### config.mk
export PLATFORM = sky130hd
export DESIGN_NAME = lcd_row_timer
export DESIGN_NICKNAME = d
export VERILOG_FILES = /design/src/rtl/lcdrt_pkg.sv /design/src/rtl/lcdrt_hphase.sv /design/src/rtl/lcdrt_vseq.sv /design/src/rtl/lcdrt_strobe.sv /design/src/rtl/lcd_row_timer.sv
export SDC_FILE = /design/constraint.sdc
export NUM_CORES = 1
export LEC_CHECK = 0
export BUFFER_PORTS_ARGS = -buffer_cell sky130_fd_sc_hd__buf_2
export CAP_MARGIN = 10
export CORE_ASPECT_RATIO = 1.1
export CORE_MARGIN = 1
export CORE_UTILIZATION = 35
export DETAILED_ROUTE_END_ITERATION = 10
export PLACE_DENSITY = 0.49
export SLEW_MARGIN = 20
export SYNTH_ARGS = -nofsm -noshare
export SYNTH_HDL_FRONTEND = slang
export SYNTH_SLANG_ARGS = --single-unit
### constraint.sdc
create_clock -name clk -period 2.6 [get_ports clk]
set_input_delay 0.13 -clock clk [delete_from_list [all_inputs] [get_ports clk]]
set_output_delay 0.13 -clock clk [all_outputs]
set_load 0.05 [all_outputs]
### src/rtl/lcdrt_pkg.sv
package lcdrt_pkg;

    typedef enum logic [1:0] {
        V_BLANK,
        V_ROWS,
        V_DONE
    } vstate_t;

    typedef enum logic [2:0] {
        H_START,
        H_SETUP,
        H_VCLK,
        H_GAP,
        H_ROW,
        H_TAIL
    } hphase_t;

endpackage

### src/rtl/lcdrt_hphase.sv
module lcdrt_hphase
    import lcdrt_pkg::*;
#(
    parameter int LINE_LEN  = 384,
    parameter int HPL_LEN   = 1,
    parameter int VCK_START = 3,
    parameter int VCK_LEN   = 3,
    parameter int REN_GAP   = 5,
    parameter int REN_LEN   = 332
) (
    input  logic    clk,
    input  logic    rst_n,
    input  logic    tick,
    input  logic    line_begin,
    output hphase_t phase
);

    localparam int POS_W     = $clog2(LINE_LEN);
    localparam int VCK_END   = VCK_START + VCK_LEN;
    localparam int ROW_START = HPL_LEN + REN_GAP;
    localparam int ROW_END   = ROW_START + REN_LEN;
    localparam logic [POS_W-1:0] POS_LAST = POS_W'(LINE_LEN - 1);

    logic [POS_W-1:0] pos;
    logic [POS_W-1:0] pos_nxt;
    hphase_t          phase_nxt;

    // Map a position within the line to its horizontal phase.
    function automatic hphase_t phase_of(input logic [POS_W-1:0] p);
        if (int'(p) < HPL_LEN)        return H_START;
        else if (int'(p) < VCK_START) return H_SETUP;
        else if (int'(p) < VCK_END)   return H_VCLK;
        else if (int'(p) < ROW_START) return H_GAP;
        else if (int'(p) < ROW_END)   return H_ROW;
        else                          return H_TAIL;
    endfunction

    // Position counter: restarts on a line begin, holds at the last position.
    always_comb begin
        if (line_begin)
            pos_nxt = '0;
        else if (pos == POS_LAST)
            pos_nxt = pos;
        else
            pos_nxt = pos + 1'b1;
        phase_nxt = phase_of(pos_nxt);
    end

    // State register: position and phase advance once per tick.
    always_ff @(posedge clk or negedge rst_n) begin
        if (!rst_n) begin
            pos   <= POS_LAST;
            phase <= H_TAIL;
        end else if (tick) begin
            pos   <= pos_nxt;
            phase <= phase_nxt;
        end
    end

endmodule

### src/rtl/lcdrt_vseq.sv
module lcdrt_vseq
    import lcdrt_pkg::*;
#(
    parameter int FIRST_LINE   = 22,
    parameter int ROWS         = 240,
    parameter int MAX_LINE     = 1023,
    parameter int SKIP_PERIOD  = 6,
    parameter int SKIP_ODD_PH  = 0,
    parameter int SKIP_EVEN_PH = 3
) (
    input  logic clk,
    input  logic rst_n,
    input  logic tick,
    input  logic line_start,
    input  logic field_start,
    input  logic field_odd,
    input  logic mode_625,
    output logic row_act,
    output logic row_even,
    output logic row_first
);

    localparam int LINE_W = $clog2(MAX_LINE + 1);
    localparam int ROW_W  = $clog2(ROWS + 1);
    localparam int PH_W   = (SKIP_PERIOD > 1) ? $clog2(SKIP_PERIOD) : 1;

    vstate_t           vstate;
    vstate_t           vstate_nxt;
    logic [LINE_W-1:0] vline;
    logic [LINE_W-1:0] nline;
    logic [ROW_W-1:0]  rcnt;
    logic [PH_W-1:0]   ph;
    logic [PH_W-1:0]   nph;
    logic              odd_f;
    logic              skip;
    logic              rows_full;
    logic              row_nxt;

    // Next line number, drop phase and drop decision for the coming line.
    always_comb begin
        nline     = (vline == LINE_W'(MAX_LINE)) ? vline : vline + 1'b1;
        nph       = (ph == PH_W'(SKIP_PERIOD - 1)) ? '0 : ph + 1'b1;
        skip      = mode_625 && (odd_f ? (nph == PH_W'(SKIP_ODD_PH))
                                       : (nph == PH_W'(SKIP_EVEN_PH)));
        rows_full = (rcnt == ROW_W'(ROWS));
    end

    // Vertical transitions, taken at each line start.
    always_comb begin
        vstate_nxt = vstate;
        row_nxt    = 1'b0;
        unique case (vstate)
            V_BLANK: begin
                if (nline == LINE_W'(FIRST_LINE)) begin
                    vstate_nxt = V_ROWS;
                    row_nxt    = 1'b1;
                end
            end
            V_ROWS: begin
                if (!skip) begin
                    if (rows_full)
                        vstate_nxt = V_DONE;
                    else
                        row_nxt = 1'b1;
                end
            end
            V_DONE: begin
                vstate_nxt = V_DONE;
            end
            default: begin
                vstate_nxt = V_BLANK;
            end
        endcase
    end

    // State register.
    always_ff @(posedge clk or negedge rst_n) begin
        if (!rst_n)
            vstate <= V_BLANK;
        else if (tick && field_start)
            vstate <= V_BLANK;
        else if (tick && line_start)
            vstate <= vstate_nxt;
    end

    // Line, row and drop-phase counters with the row flags they produce.
    always_ff @(posedge clk or negedge rst_n) begin
        if (!rst_n) begin
            vline     <= '0;
            rcnt      <= '0;
            ph        <= '0;
            odd_f     <= 1'b0;
            row_act   <= 1'b0;
            row_even  <= 1'b0;
            row_first <= 1'b0;
        end else if (tick && field_start) begin
            vline     <= LINE_W'(1);
            rcnt      <= '0;
            ph        <= '0;
            odd_f     <= field_odd;
            row_act   <= 1'b0;
            row_first <= 1'b0;
        end else if (tick && line_start) begin
            vline     <= nline;
            row_act   <= row_nxt;
            row_first <= (vstate == V_BLANK) && row_nxt;
            ph        <= (vstate == V_BLANK) ? '0 : nph;
            if (row_nxt) begin
                row_even <= ~rcnt[0];
                rcnt     <= rcnt + 1'b1;
            end
        end
    end

endmodule

### src/rtl/lcdrt_strobe.sv
module lcdrt_strobe
    import lcdrt_pkg::*;
(
    input  logic    clk,
    input  logic    rst_n,
    input  logic    tick,
    input  hphase_t phase,
    input  logic    row_act,
    input  logic    row_even,
    input  logic    row_first,
    output logic    hck_o,
    output logic    vpl_n,
    output logic    vck_n,
    output logic    hpl_n,
    output logic    rene_n,
    output logic    reno_n
);

    logic vpl_d;
    logic vck_d;
    logic hpl_d;
    logic rene_d;
    logic reno_d;

    // Strobe levels decoded from the registered phase and row flags.
    always_comb begin
        vpl_d  = 1'b1;
        vck_d  = 1'b1;
        hpl_d  = 1'b1;
        rene_d = 1'b1;
        reno_d = 1'b1;
        if (row_act) begin
            unique case (phase)
                H_START: begin
                    hpl_d = 1'b0;
                    vpl_d = !row_first;
                end
                H_SETUP: vpl_d = !row_first;
                H_VCLK:  vck_d = !row_even;
                H_GAP:   ;
                H_ROW: begin
                    rene_d = !row_even;
                    reno_d = row_even;
                end
                H_TAIL:  ;
                default: ;
            endcase
        end
    end

    // Output registers, loaded once per tick.
    always_ff @(posedge clk or negedge rst_n) begin
        if (!rst_n) begin
            hck_o  <= 1'b0;
            vpl_n  <= 1'b1;
            vck_n  <= 1'b1;
            hpl_n  <= 1'b1;
            rene_n <= 1'b1;
            reno_n <= 1'b1;
        end else begin
            hck_o <= tick;
            if (tick) begin
                vpl_n  <= vpl_d;
                vck_n  <= vck_d;
                hpl_n  <= hpl_d;
                rene_n <= rene_d;
                reno_n <= reno_d;
            end
        end
    end

endmodule

### src/rtl/lcd_row_timer.sv
module lcd_row_timer
    import lcdrt_pkg::*;
#(
    parameter int LINE_LEN     = 384,
    parameter int HPL_LEN      = 1,
    parameter int VCK_START    = 3,
    parameter int VCK_LEN      = 3,
    parameter int REN_GAP      = 5,
    parameter int REN_LEN      = 332,
    parameter int FIRST_LINE   = 22,
    parameter int ROWS         = 240,
    parameter int MAX_LINE     = 1023,
    parameter int SKIP_PERIOD  = 6,
    parameter int SKIP_ODD_PH  = 0,
    parameter int SKIP_EVEN_PH = 3
) (
    input  logic clk,
    input  logic rst_n,
    input  logic hck_en,
    input  logic line_start,
    input  logic field_start,
    input  logic field_odd,
    input  logic mode_625,
    output logic hck_o,
    output logic vpl_n,
    output logic vck_n,
    output logic hpl_n,
    output logic rene_n,
    output logic reno_n
);

    hphase_t phase;
    logic    row_act;
    logic    row_even;
    logic    row_first;
    logic    line_begin;

    assign line_begin = line_start | field_start;

    lcdrt_hphase #(
        .LINE_LEN  (LINE_LEN),
        .HPL_LEN   (HPL_LEN),
        .VCK_START (VCK_START),
        .VCK_LEN   (VCK_LEN),
        .REN_GAP   (REN_GAP),
        .REN_LEN   (REN_LEN)
    ) u_hphase (
        .clk        (clk),
        .rst_n      (rst_n),
        .tick       (hck_en),
        .line_begin (line_begin),
        .phase      (phase)
    );

    lcdrt_vseq #(
        .FIRST_LINE   (FIRST_LINE),
        .ROWS         (ROWS),
        .MAX_LINE     (MAX_LINE),
        .SKIP_PERIOD  (SKIP_PERIOD),
        .SKIP_ODD_PH  (SKIP_ODD_PH),
        .SKIP_EVEN_PH (SKIP_EVEN_PH)
    ) u_vseq (
        .clk         (clk),
        .rst_n       (rst_n),
        .tick        (hck_en),
        .line_start  (line_start),
        .field_start (field_start),
        .field_odd   (field_odd),
        .mode_625    (mode_625),
        .row_act     (row_act),
        .row_even    (row_even),
        .row_first   (row_first)
    );

    lcdrt_strobe u_strobe (
        .clk       (clk),
        .rst_n     (rst_n),
        .tick      (hck_en),
        .phase     (phase),
        .row_act   (row_act),
        .row_even  (row_even),
        .row_first (row_first),
        .hck_o     (hck_o),
        .vpl_n     (vpl_n),
        .vck_n     (vck_n),
        .hpl_n     (hpl_n),
        .rene_n    (rene_n),
        .reno_n    (reno_n)
    );

endmodule

==> reports/summary.txt <==
Top Ports: 13
number of global-route vias before repair: 2407
Hold Crit Class: primary input to register
final setup fails: 0
Net Switching: 364 µW
gp weighted congestion: 0.798
Net Count, Synth: 337
IO buf count: 12
HP Start: field_odd
clock period minus worst slack: 2.40 ns
Pre-antenna DRT Iters: 4
Switching Share: 26.2%
slew margin rel.: 61.0%
post-synthesis average cell area: 8.89 µm²
Initial DRC Count: 166
Yosys cell types: 64
Cells after Synth: 324
slowest stage delay, CP: 0.61 ns
Adder-Cell Fraction of Synth Area: 2.61%
total number of vias: 2430
Area Growth Syn to Fin: 8.61%
Reg clk slew, reported paths: 0.09 ns
Die Ht: 97.1 µm
Total Wirelength: 6.66 mm
final setup TNS: 0 ns
TritonCTS clock tree: yes
Worst R2R Setup Slack: 0.20 ns
Max Slew Vio Count: 0
Least-Margin Pin Slew: 0.584 ns
CP Launch Type: register
Core Region: 0.00796 mm²
slowest cell on the critical path: dfstp_2
Critical Path RT: 2.84 ns
initial antenna violation count: 0
fin crit share: 92.2%
TritonCTS Sinks: 45
capturing point of the worst reg2reg path: u_hphase.phase[0]$_DFFE_PN1P_
Worst setup EP type: register
DR WL/cell: 15.1 µm
Worst Reg2Reg Path Length in Cells: 7
number of H-tree levels: 2
post-DP HPWL: 4.67 mm
Peak VDD IR: 0.212 mV
cell chain of the critical path: ha_1 -> and3_2 -> and3_4 -> nand2_1 -> a311o_1 -> or3_1 -> a21oi_1
Final nets: 345
global-route wire length before repair: 11.6 mm
kind of critical path: register to register
Design Power: 1390 µW
Cell Area, Synth: 0.00288 mm²
row cnt: 34
layout cells sized above 1: 16.8%
Setup Buffers After CTS: 0
run status: completed
Multi-input gate area: 0.00161 mm²
RSZ-0062 raised after global routing: no
clock share of power: 35.7%
clk_skew: 0.0123 ns
initial core utilization: 36.2%
hold depth: 2
final hold vios: 0
post-synthesis sequential area ratio: 39.8%
Inserted Clock Buffers: 5
largest net degree at the start of global routing: 46
Crit Path Max Fanout: 9
Sequential Area: 0.00115 mm²
asr flop ratio synth: 100%
worst r2r src: u_hphase.pos[0]$_DFFE_PN1P_
Leakage: 0.00125 µW
#FFs+latches synth: 45
total track usage: 17.1%
Compound-Gate Fraction of Synth Area: 21.3%
commonest non-fill, non-tap cell in the layout: nand2_1
CTS root buf: clkbuf_8
Detail Route Antenna Nets: 0
hold_ws: 0.0536 ns
Critical Path AT: 2.64 ns
Main synth FF type: dfrtp_1
Comb power frac: 10.2%
die width: 88.5 µm
ant diodes: 0
mux contribution to synthesized area: 6.82%
EDFF count, synth: 0
Seq pwr share: 54.2%
via/cell ratio: 5.51
largest family of logic cells by synthesized area: simple AND/OR/NAND/NOR gates
DRC violation count after routing: 0
commonest non-fill, non-tap cells in the layout: nand2_1, dfrtp_1, a21oi_1, nor2_1, nand3_1
Max Clock Freq: 417 MHz
worst hold endpoint: u_vseq.odd_f$_DFFE_PN0P_
Post-Synth XOR/XNOR Area: 1.22%
clock buffer depth: 2
synth warn: 0
global route overflow: 0
Int Power: 1020 µW
clk_lat worst skew: 0.31 ns
Die Footprint: 0.00859 mm²
maxcap violations: 0
# fillers: 823
Pwr Density: 443 mW/mm²
Post-Synth Simple-Gate Area: 23.7%
[power groups by stage]
stage | Clock, µW | Sequential (µW) | Combinational (µW)
finish | 495 | 751 | 141
global route | 538 | 758 | 165
CTS | 518 | 750 | 143
detailed placement | 0 | 763 | 141
global placement | 0 | 762 | 140
floorplan | 0 | 758 | 94.7
[synthesized netlist by cell type (all sizes together), types with 3 or more instances]
master | number | area, µm²
a21o | 3 | 23.8
a21oi | 28 | 140
a22o | 5 | 43.8
a31oi | 6 | 37.5
and2 | 5 | 31.3
and3 | 9 | 62.6
and4 | 3 | 27.5
buf | 8 | 61.3
clkbuf | 8 | 33.8
dfrtp | 30 | 751
dfstp | 15 | 394
ha | 6 | 75.1
inv | 10 | 37.5
mux2 | 5 | 56.3
mux2i | 14 | 140
nand2 | 43 | 161
nand2b | 7 | 43.8
nand3 | 20 | 100
nand4 | 4 | 25.0
nor2 | 23 | 86.3
nor2b | 3 | 18.8
nor3 | 4 | 20.0
o211ai | 5 | 37.5
o21ai | 13 | 65.1
o31ai | 3 | 22.5
or2 | 3 | 18.8
or3 | 4 | 25.0
xnor2 | 4 | 35.0
[cells by family after synthesis]
logic type	Yosys count
xor gates and xnor gates	4
muxes	19
adders and majority gates	6
and+or+nand+nor	135
buffers and inverters	26
DFF	45
AOI/OAI and AO/OA	89
[how the worst max path moves through the flow]
stage / startpoint / to / slack [ns] / cells after the start
after floorplan: u_hphase.pos[0]$_DFFE_PN1P_ / u_hphase.phase[0]$_DFFE_PN1P_ / 0.38 / 8
after global placement: u_hphase.pos[0]$_DFFE_PN1P_ / u_hphase.phase[0]$_DFFE_PN1P_ / 0.20 / 7
after detailed placement: u_hphase.pos[0]$_DFFE_PN1P_ / u_hphase.phase[0]$_DFFE_PN1P_ / 0.17 / 7
after CTS: u_hphase.pos[0]$_DFFE_PN1P_ / u_hphase.phase[0]$_DFFE_PN1P_ / 0.14 / 7
after global routing: u_vseq.vline[1]$_DFFE_PN0N_ / u_vseq.rcnt[6]$_DFFE_PN0P_ / 0.0005 / 7
final: u_hphase.pos[0]$_DFFE_PN1P_ / u_hphase.phase[0]$_DFFE_PN1P_ / 0.20 / 7
[metrics by stage]
stage | setup WS [ns] | std cells | util, % | instance area (µm²)
floorplan | 0.384 | 324 | - | 2880
global placement | 0.200 | 432 | 37.8 | 3010
detailed placement | 0.175 | 432 | 37.8 | 3010
CTS | 0.137 | 441 | 39.2 | 3120
global route | 0.000487 | 441 | 39.3 | 3130
finish | 0.202 | 441 | 39.3 | 3130
[critical path, delay by kind of cell (launching register included)]
| kind | cells | cell delay [ns] |
|---|---|---|
| DFF | 1 | 0.61 |
| and+or+nand+nor | 4 | 0.93 |
| adders and majority gates | 1 | 0.26 |
| AOI/OAI and AO/OA | 2 | 0.53 |
[cell type report]
cell class                      instances  area share (%)
Tap cell                              108            4.32
Multi-Input combinational cell        253            51.3
Sequential cell                        45            36.7
Inverter                               10            1.20
Clock inverter                          1           0.160
Timing Repair Buffer                   17            3.20
Clock buffer                            7            3.12
[flip-flops by register name (all words and copies together) (netlist names)]
name	cells
u_hphase.phase	3
u_hphase.pos	9
u_strobe.hck_o	1
u_strobe.hpl_n	1
u_strobe.rene_n	1
u_strobe.reno_n	1
u_strobe.vck_n	1
u_strobe.vpl_n	1
u_vseq.odd_f	1
u_vseq.ph	3
u_vseq.rcnt	8
u_vseq.row_act	1
u_vseq.row_even	1
u_vseq.row_first	1
u_vseq.vline	10
u_vseq.vstate	2
[per-layer routing]
metal	part of all wire [%]	GRT usage, %	vias up
li1	-	-	1208
met1	46	23.0	1172
met2	49	27.9	38
met3	3.0	2.46	12
met4	1.8	5.83	0
met5	0	0	-
[timing repair]
| item | in CTS | in global routing |
|---|---|---|
| setup endpoints to repair | 0 | 7 |
| hold buffers | 1 | 0 |
| hold endpoints to repair | 30 | 0 |
| resized for setup | 0 | 3 |
(Power assumes the default switching activity.)
